<file path="src/rtl/irq_ctx_pkg.sv">
package irq_ctx_pkg;

    localparam int NFILL = 3;

    typedef enum logic [3:0] {
        ST_IDLE,
        ST_PUSH_PCL,
        ST_PUSH_PCH,
        ST_PUSH_X,
        ST_PUSH_A,
        ST_PUSH_CCR,
        ST_PULL_CCR,
        ST_PULL_A,
        ST_PULL_X,
        ST_PULL_PCH,
        ST_PULL_PCL,
        ST_FETCH0,
        ST_FETCH1,
        ST_FETCH2
    } seq_state_t;

    typedef enum logic [2:0] {
        FLD_NONE,
        FLD_PCL,
        FLD_PCH,
        FLD_X,
        FLD_A,
        FLD_CCR
    } ctx_field_t;

    typedef enum logic [1:0] {
        AD_SP,
        AD_SP_NEXT,
        AD_PC
    } addr_src_t;

endpackage

</file>
<file path="src/rtl/irq_pick.sv">
module irq_pick #(
    parameter int NREQ = 8,
    localparam int IW = (NREQ > 1) ? $clog2(NREQ) : 1
) (
    input  logic [NREQ-1:0] pend,
    input  logic            mask,
    output logic            valid,
    output logic [IW-1:0]   idx
);

    // Lowest set index wins: scan from the top so lower indices overwrite.
    always_comb begin
        idx = '0;
        for (int i = NREQ - 1; i >= 0; i--) begin
            if (pend[i]) begin
                idx = IW'(i);
            end
        end
    end

    assign valid = (|pend) && !mask;

endmodule

</file>
<file path="src/rtl/ctx_fsm.sv">
module ctx_fsm
    import irq_ctx_pkg::*;
#(
    parameter int NREQ = 8,
    localparam int IW = (NREQ > 1) ? $clog2(NREQ) : 1,
    localparam int FW = $clog2(NFILL)
) (
    input  logic          clk,
    input  logic          rst_n,
    input  logic          entry_start,
    input  logic          ret_start,
    input  logic [IW-1:0] pick_idx,
    output seq_state_t    state,
    output ctx_field_t    field,
    output addr_src_t     addr_src,
    output logic [FW-1:0] fetch_ofs,
    output logic          mem_wr,
    output logic          mem_rd,
    output logic          sp_dec,
    output logic          sp_inc,
    output logic          set_imask,
    output logic          pipe_we,
    output logic          busy,
    output logic          done,
    output logic [IW-1:0] svc_idx
);

    seq_state_t state_nx;

    // State register, completion pulse and captured request index.
    always_ff @(posedge clk or negedge rst_n) begin
        if (!rst_n) begin
            state   <= ST_IDLE;
            done    <= 1'b0;
            svc_idx <= '0;
        end else begin
            state <= state_nx;
            done  <= (state == ST_PUSH_CCR) || (state == ST_FETCH2);
            if ((state == ST_IDLE) && entry_start) begin
                svc_idx <= pick_idx;
            end
        end
    end

    // Next-state logic.
    always_comb begin
        state_nx = state;
        unique case (state)
            ST_IDLE: begin
                if (entry_start) begin
                    state_nx = ST_PUSH_PCL;
                end else if (ret_start) begin
                    state_nx = ST_PULL_CCR;
                end
            end
            ST_PUSH_PCL: state_nx = ST_PUSH_PCH;
            ST_PUSH_PCH: state_nx = ST_PUSH_X;
            ST_PUSH_X:   state_nx = ST_PUSH_A;
            ST_PUSH_A:   state_nx = ST_PUSH_CCR;
            ST_PUSH_CCR: state_nx = ST_IDLE;
            ST_PULL_CCR: state_nx = ST_PULL_A;
            ST_PULL_A:   state_nx = ST_PULL_X;
            ST_PULL_X:   state_nx = ST_PULL_PCH;
            ST_PULL_PCH: state_nx = ST_PULL_PCL;
            ST_PULL_PCL: state_nx = ST_FETCH0;
            ST_FETCH0:   state_nx = ST_FETCH1;
            ST_FETCH1:   state_nx = ST_FETCH2;
            ST_FETCH2:   state_nx = ST_IDLE;
            default:     state_nx = ST_IDLE;
        endcase
    end

    // Output decode.
    always_comb begin
        field     = FLD_NONE;
        addr_src  = AD_SP;
        fetch_ofs = '0;
        mem_wr    = 1'b0;
        mem_rd    = 1'b0;
        sp_dec    = 1'b0;
        sp_inc    = 1'b0;
        set_imask = 1'b0;
        pipe_we   = 1'b0;
        busy      = 1'b1;
        unique case (state)
            ST_IDLE: busy = 1'b0;
            ST_PUSH_PCL: begin mem_wr = 1'b1; sp_dec = 1'b1; field = FLD_PCL; end
            ST_PUSH_PCH: begin mem_wr = 1'b1; sp_dec = 1'b1; field = FLD_PCH; end
            ST_PUSH_X:   begin mem_wr = 1'b1; sp_dec = 1'b1; field = FLD_X;   end
            ST_PUSH_A:   begin mem_wr = 1'b1; sp_dec = 1'b1; field = FLD_A;   end
            ST_PUSH_CCR: begin
                mem_wr    = 1'b1;
                sp_dec    = 1'b1;
                field     = FLD_CCR;
                set_imask = 1'b1;
            end
            ST_PULL_CCR: begin mem_rd = 1'b1; sp_inc = 1'b1; addr_src = AD_SP_NEXT; field = FLD_CCR; end
            ST_PULL_A:   begin mem_rd = 1'b1; sp_inc = 1'b1; addr_src = AD_SP_NEXT; field = FLD_A;   end
            ST_PULL_X:   begin mem_rd = 1'b1; sp_inc = 1'b1; addr_src = AD_SP_NEXT; field = FLD_X;   end
            ST_PULL_PCH: begin mem_rd = 1'b1; sp_inc = 1'b1; addr_src = AD_SP_NEXT; field = FLD_PCH; end
            ST_PULL_PCL: begin mem_rd = 1'b1; sp_inc = 1'b1; addr_src = AD_SP_NEXT; field = FLD_PCL; end
            ST_FETCH0: begin mem_rd = 1'b1; pipe_we = 1'b1; addr_src = AD_PC; fetch_ofs = FW'(0); end
            ST_FETCH1: begin mem_rd = 1'b1; pipe_we = 1'b1; addr_src = AD_PC; fetch_ofs = FW'(1); end
            ST_FETCH2: begin mem_rd = 1'b1; pipe_we = 1'b1; addr_src = AD_PC; fetch_ofs = FW'(2); end
            default: busy = 1'b0;
        endcase
    end

endmodule

</file>
<file path="src/rtl/ctx_regs.sv">
module ctx_regs
    import irq_ctx_pkg::*;
#(
    parameter int          DW      = 8,
    parameter int          IBIT    = 3,
    parameter logic [15:0] SP_RST  = 16'h00FF,
    parameter logic [7:0]  CCR_RST = 8'h08,
    localparam int AW = 2 * DW,
    localparam int FW = $clog2(NFILL)
) (
    input  logic              clk,
    input  logic              rst_n,
    input  logic              ld_en,
    input  logic [AW-1:0]     pc_in,
    input  logic [DW-1:0]     x_in,
    input  logic [DW-1:0]     a_in,
    input  logic [DW-1:0]     ccr_in,
    input  logic [AW-1:0]     sp_in,
    input  ctx_field_t        field,
    input  addr_src_t         addr_src,
    input  logic [FW-1:0]     fetch_ofs,
    input  logic              mem_rd,
    input  logic              sp_dec,
    input  logic              sp_inc,
    input  logic              set_imask,
    input  logic              pipe_we,
    input  logic [DW-1:0]     mem_rdata,
    output logic [AW-1:0]     pc_q,
    output logic [DW-1:0]     x_q,
    output logic [DW-1:0]     a_q,
    output logic [DW-1:0]     ccr_q,
    output logic [AW-1:0]     sp_q,
    output logic [AW-1:0]     mem_addr,
    output logic [DW-1:0]     mem_wdata,
    output logic [NFILL*DW-1:0] fill_q
);

    logic pull_ld;
    assign pull_ld = mem_rd && (addr_src == AD_SP_NEXT);

    always_ff @(posedge clk or negedge rst_n) begin
        if (!rst_n) begin
            pc_q  <= '0;
            x_q   <= '0;
            a_q   <= '0;
            ccr_q <= DW'(CCR_RST);
            sp_q  <= AW'(SP_RST);
        end else if (ld_en) begin
            pc_q  <= pc_in;
            x_q   <= x_in;
            a_q   <= a_in;
            ccr_q <= ccr_in;
            sp_q  <= sp_in;
        end else begin
            if (sp_dec) begin
                sp_q <= sp_q - 1'b1;
            end else if (sp_inc) begin
                sp_q <= sp_q + 1'b1;
            end
            if (set_imask) begin
                ccr_q[IBIT] <= 1'b1;
            end
            if (pull_ld) begin
                unique case (field)
                    FLD_PCL: pc_q[DW-1:0]  <= mem_rdata;
                    FLD_PCH: pc_q[AW-1:DW] <= mem_rdata;
                    FLD_X:   x_q           <= mem_rdata;
                    FLD_A:   a_q           <= mem_rdata;
                    FLD_CCR: ccr_q         <= mem_rdata;
                    default: ;
                endcase
            end
        end
    end

    // Refill slots, one register per byte.
    for (genvar g = 0; g < NFILL; g++) begin : g_fill
        always_ff @(posedge clk or negedge rst_n) begin
            if (!rst_n) begin
                fill_q[g*DW +: DW] <= '0;
            end else if (pipe_we && (fetch_ofs == FW'(g))) begin
                fill_q[g*DW +: DW] <= mem_rdata;
            end
        end
    end

    always_comb begin
        unique case (field)
            FLD_PCL: mem_wdata = pc_q[DW-1:0];
            FLD_PCH: mem_wdata = pc_q[AW-1:DW];
            FLD_X:   mem_wdata = x_q;
            FLD_A:   mem_wdata = a_q;
            FLD_CCR: mem_wdata = ccr_q;
            default: mem_wdata = '0;
        endcase
    end

    always_comb begin
        unique case (addr_src)
            AD_SP:      mem_addr = sp_q;
            AD_SP_NEXT: mem_addr = sp_q + 1'b1;
            AD_PC:      mem_addr = pc_q + AW'(fetch_ofs);
            default:    mem_addr = sp_q;
        endcase
    end

endmodule

</file>
<file path="src/rtl/irq_ctx_seq.sv">
module irq_ctx_seq
    import irq_ctx_pkg::*;
#(
    parameter int DW   = 8,
    parameter int NREQ = 8,
    parameter int IBIT = 3,
    localparam int AW = 2 * DW,
    localparam int IW = (NREQ > 1) ? $clog2(NREQ) : 1,
    localparam int FW = $clog2(NFILL)
) (
    input  logic                clk,
    input  logic                rst_n,
    input  logic                entry_start,
    input  logic                ret_start,
    input  logic                ld_regs,
    input  logic [AW-1:0]       pc_in,
    input  logic [DW-1:0]       x_in,
    input  logic [DW-1:0]       a_in,
    input  logic [DW-1:0]       ccr_in,
    input  logic [AW-1:0]       sp_in,
    input  logic [NREQ-1:0]     irq_pend,
    input  logic [DW-1:0]       mem_rdata,
    output logic [AW-1:0]       mem_addr,
    output logic [DW-1:0]       mem_wdata,
    output logic                mem_wr,
    output logic                mem_rd,
    output logic [AW-1:0]       pc_q,
    output logic [DW-1:0]       x_q,
    output logic [DW-1:0]       a_q,
    output logic [DW-1:0]       ccr_q,
    output logic [AW-1:0]       sp_q,
    output logic [NFILL*DW-1:0] fill_q,
    output logic                req_valid,
    output logic [IW-1:0]       req_idx,
    output logic [IW-1:0]       svc_idx,
    output logic                busy,
    output logic                done
);

    seq_state_t    state;
    ctx_field_t    field;
    addr_src_t     addr_src;
    logic [FW-1:0] fetch_ofs;
    logic          sp_dec;
    logic          sp_inc;
    logic          set_imask;
    logic          pipe_we;
    logic          ld_en;

    assign ld_en = ld_regs && !busy;

    irq_pick #(.NREQ(NREQ)) u_pick (
        .pend  (irq_pend),
        .mask  (ccr_q[IBIT]),
        .valid (req_valid),
        .idx   (req_idx)
    );

    ctx_fsm #(.NREQ(NREQ)) u_fsm (
        .clk         (clk),
        .rst_n       (rst_n),
        .entry_start (entry_start),
        .ret_start   (ret_start),
        .pick_idx    (req_idx),
        .state       (state),
        .field       (field),
        .addr_src    (addr_src),
        .fetch_ofs   (fetch_ofs),
        .mem_wr      (mem_wr),
        .mem_rd      (mem_rd),
        .sp_dec      (sp_dec),
        .sp_inc      (sp_inc),
        .set_imask   (set_imask),
        .pipe_we     (pipe_we),
        .busy        (busy),
        .done        (done),
        .svc_idx     (svc_idx)
    );

    ctx_regs #(.DW(DW), .IBIT(IBIT)) u_regs (
        .clk       (clk),
        .rst_n     (rst_n),
        .ld_en     (ld_en),
        .pc_in     (pc_in),
        .x_in      (x_in),
        .a_in      (a_in),
        .ccr_in    (ccr_in),
        .sp_in     (sp_in),
        .field     (field),
        .addr_src  (addr_src),
        .fetch_ofs (fetch_ofs),
        .mem_rd    (mem_rd),
        .sp_dec    (sp_dec),
        .sp_inc    (sp_inc),
        .set_imask (set_imask),
        .pipe_we   (pipe_we),
        .mem_rdata (mem_rdata),
        .pc_q      (pc_q),
        .x_q       (x_q),
        .a_q       (a_q),
        .ccr_q     (ccr_q),
        .sp_q      (sp_q),
        .mem_addr  (mem_addr),
        .mem_wdata (mem_wdata),
        .fill_q    (fill_q)
    );

endmodule

</file>
<file path="config.mk">
export PLATFORM = sky130hd
export DESIGN_NAME = irq_ctx_seq
export DESIGN_NICKNAME = d
export VERILOG_FILES = /design/src/rtl/irq_ctx_pkg.sv /design/src/rtl/irq_pick.sv /design/src/rtl/ctx_fsm.sv /design/src/rtl/ctx_regs.sv /design/src/rtl/irq_ctx_seq.sv
export SDC_FILE = /design/constraint.sdc
export NUM_CORES = 1
export LEC_CHECK = 0
export BUFFER_PORTS_ARGS = -buffer_cell sky130_fd_sc_hd__buf_2
export CAP_MARGIN = 20
export CORE_ASPECT_RATIO = 0.9
export CORE_MARGIN = 5
export CORE_UTILIZATION = 53
export CTS_BUF_LIST = sky130_fd_sc_hd__clkbuf_2
export DETAILED_ROUTE_END_ITERATION = 7
export PLACE_DENSITY_LB_ADDON = 0.1
export SYNTH_ARGS = -nofsm -noshare
export SYNTH_HDL_FRONTEND = slang
export SYNTH_SLANG_ARGS = --single-unit
</file>
<file path="constraint.sdc">
create_clock -name clk -period 3.79 [get_ports clk]
set_clock_uncertainty 0.05 [all_clocks]
set_input_delay 0.1895 -clock clk [delete_from_list [all_inputs] [get_ports clk]]
set_output_delay 0.1895 -clock clk [all_outputs]
set_load 0.01 [all_outputs]
</file>
==> metrics.md <==
| Metric | Value |
|---|---|
| TritonCTS clock tree | `done` |
| Layout cell share with drive strength beyond 1 | `32.7%` |
| Crit share post-route | `95.3%` |
| Synthesized flop and latch total | `88` |
| Synth top area share | `34.3%` |
| H-tree depth | `3` |
| DR vias/cell | `5.84` |
| Leading area contributor after synthesis | `dfrtp_1` |
| Syn Inst Count | `624` |
| Final global-route overflow total | `0` |
| Max Freq | `277 MHz` |
| Total CTS buffers | `9` |
| Asr flop ratio synth | `100%` |
| Iter 0 DRT Violations | `513` |
| Slew @ Worst Pin | `0.829 ns` |
| Min Clock Period, post-route | `3.61 ns` |
| Initial Util | `53.7%` |
| Maximum VDD drop | `0.529 mV` |
| Placed cell area | `6790 um2` |
| Largest net degree at the start of global routing | `67` |
| Vias | `6236` |
| Final Setup Violations | `0` |
| Drt first pass iters | `5` |
| Pleak | `3.92 nW` |
| WL/cell | `19.1 um` |
| Area grow syn2layout | `43.3%` |
| Number of antenna diodes | `0` |
| Pre-CTS setup slack | `0.530 ns` |
| EDFF count, synth | `0` |
| Area of the core | `10700 um2` |
| Synth warnings | `0` |
| Worst-skew pair later-pin latency | `0.65 ns` |
| Worst hold path class | `in -> reg` |
| Ys flop type | `dfrtp_1` |
| Total GRT Usage | `31.5%` |
| Worst-path clk slew | `0.27 ns` |
| Startpoint Class | `flop` |
| WL final | `20.3 mm` |
| Crit-path max FO | `19` |
| Final ANT Viol Nets | `0` |
| Critical Path Sink Type | `primary output` |
| IO Pins | `192` |
| Number of fill cells in the layout | `716` |
| First-pass GRT wire length | `32.3 mm` |
| Initial antenna violation count | `0` |
| Die height | `109 um` |
| Die width | `120 um` |
| P per Cell Area | `911 nW/um2` |
| Unrepaired setup endpoints after global routing | `true` |
| Detailed Place HPWL | `13.5 mm` |
| Slew Limit Headroom | `44.7%` |
| Final worst slack | `0.179 ns` |
| Clock buffer depth | `2` |
| Netlist cell types | `68` |
| Worst Path Required | `3.55 ns` |
| Die area | `13100 um2` |
| Seq/Total Area, Yosys | `38.4%` |
| I/O Buffers | `191` |
| Syn nets | `708` |
| Commonest cells in the synthesized netlist | `nand2_1, dfrtp_1, nor2_1` |
| Final-report hold violation count | `0` |
| CTS root buffer | `clkbuf_2` |
| Rows | `36` |
| Slew Viols, Final | `0` |
| GP Congestion | `0.906` |
| DRC violations left | `0` |
| Worst Path Arrival | `3.37 ns` |
| Finished Cell Area | `8260 um2` |
| # clock sinks | `88` |
| Avg Inst Size Synth | `9.23 um2` |
| Post-Syn Area | `5760 um2` |
| Vias in the first global route | `6284` |
| CP Class | `reg -> out` |
| Synth area leaders | `dfrtp_1, mux2_2, mux2i_1` |
| Final #Nets | `1014` |
| Cell with the most instances after synthesis | `nand2_1` |
| Max Cap Viol | `0` |
| Status | `finished clean` |
| Tot Pwr | `7.52 mW` |
per-stage QoR:
step	util (%)	setup TNS, ns	hold WS (ns)	std cells
6_report	77.0	0	0.0401	1068
5_1_grt	77.0	-0.0154	0.0235	1068
4_1_cts	76.3	0	0.000448	1063
3_5_place_dp	63.3	0	0.291	921
3_3_place_gp	63.3	0	0.277	921
2_1_floorplan	-	0	-0.156	624
layout make-up:
type	count	area, um2	area share [%]
clock buffers	9	45.0	0.546
clock inverters	7	85.1	1.03
inverters	19	71.3	0.864
multi-input cells	475	3300	39.9
flip-flops and latches	88	2220	26.9
well taps	133	166	2.02
repair buffers	337	2380	28.8
state kept, by name, summed over array words and instances, names as in the netlist:
| name | cells |
|---|---|
| u_regs.pc_q | 16 |
| u_fsm.svc_idx | 3 |
| u_regs.ccr_q | 8 |
| u_regs.sp_q | 16 |
| u_regs.x_q | 8 |
| u_fsm.state | 4 |
| u_fsm.done | 1 |
| u_regs.fill_q | 24 |
| u_regs.a_q | 8 |
routing by layer:
metal | track usage [%] | vias to the layer above | wire [um]
li1 | - | 2877 | -
met1 | 37.1 | 3007 | 7770
met2 | 54.3 | 297 | 9960
met3 | 9.39 | 55 | 1930
met4 | 12.7 | 0 | 691
met5 | 0 | - | 0
critical path, cell delays in order (launching register included):
cell and delay [ns]:
dfrtp_1 0.48, buf_6 0.19, nor3_4 0.20, ha_2 0.21
inv_1 0.05, fa_1 0.39, nand3b_1 0.24, or4_4 0.55
xor2_1 0.15, o21ai_1 0.13, buf_2 0.15
path summary, 6_finish.rpt:
path	start	to	slack [ns]	depth (start not counted)
setup / recovery	u_fsm.state[1]	mem_addr[14]	0.18	10
min in group asynchronous	rst_n	u_regs.sp_q[10]	0.09	2
max in group asynchronous	rst_n	u_regs.ccr_q[6]	2.72	3
hold / removal	ld_regs	u_regs.sp_q[0]	0.04	3
hold reg to reg	u_regs.fill_q[5]	u_regs.fill_q[5]	0.50	1
setup reg to reg	u_fsm.state[2]	u_regs.ccr_q[7]	0.36	11
where the power goes:
group          total, mW  internal, mW  leakage [nW]  switching, mW
registers           2.06          1.45          1.04          0.610
clock network      0.558         0.167        0.0730          0.391
logic               4.91          2.27          2.81           2.64
cells by family after synthesis:
| family | after synthesis | synth area share, % |
|---|---|---|
| compound gates | 153 | 17.6 |
| xor+xnor | 22 | 3.67 |
| mux | 69 | 12.7 |
| buf+inv | 61 | 4.91 |
| fa+ha+maj | 7 | 1.65 |
| flops | 88 | 38.4 |
| simple gates | 224 | 21.1 |
placed cells by master, fill, tap and decap left out, drive strengths merged, types with 6 or more instances in the layout:
master / synthesis / layout
buf: 27 / 213
dlygate4sd3: 0 / 124
nand2: 86 / 86
dfrtp: 79 / 79
o21ai: 58 / 58
nor2: 41 / 41
mux2i: 36 / 36
mux2: 33 / 33
inv: 19 / 23
a22oi: 21 / 21
a21oi: 21 / 21
xnor2: 17 / 17
nor3: 17 / 17
nand3: 16 / 16
nor4: 13 / 13
a31oi: 10 / 10
clkbuf: 15 / 9
dfstp: 9 / 9
a222oi: 8 / 8
nand4: 8 / 8
nor2b: 6 / 6
ha: 6 / 6
repair_timing:
action                     4_1_cts  5_1_grt
pin swaps                        0        1
buffers inserted                 2        5
hold endpoints to repair       150        0
setup endpoints to repair       16       21
hold buffers                   124        0
gates resized for setup          2       12
Power figures use the tool's default switching activity.
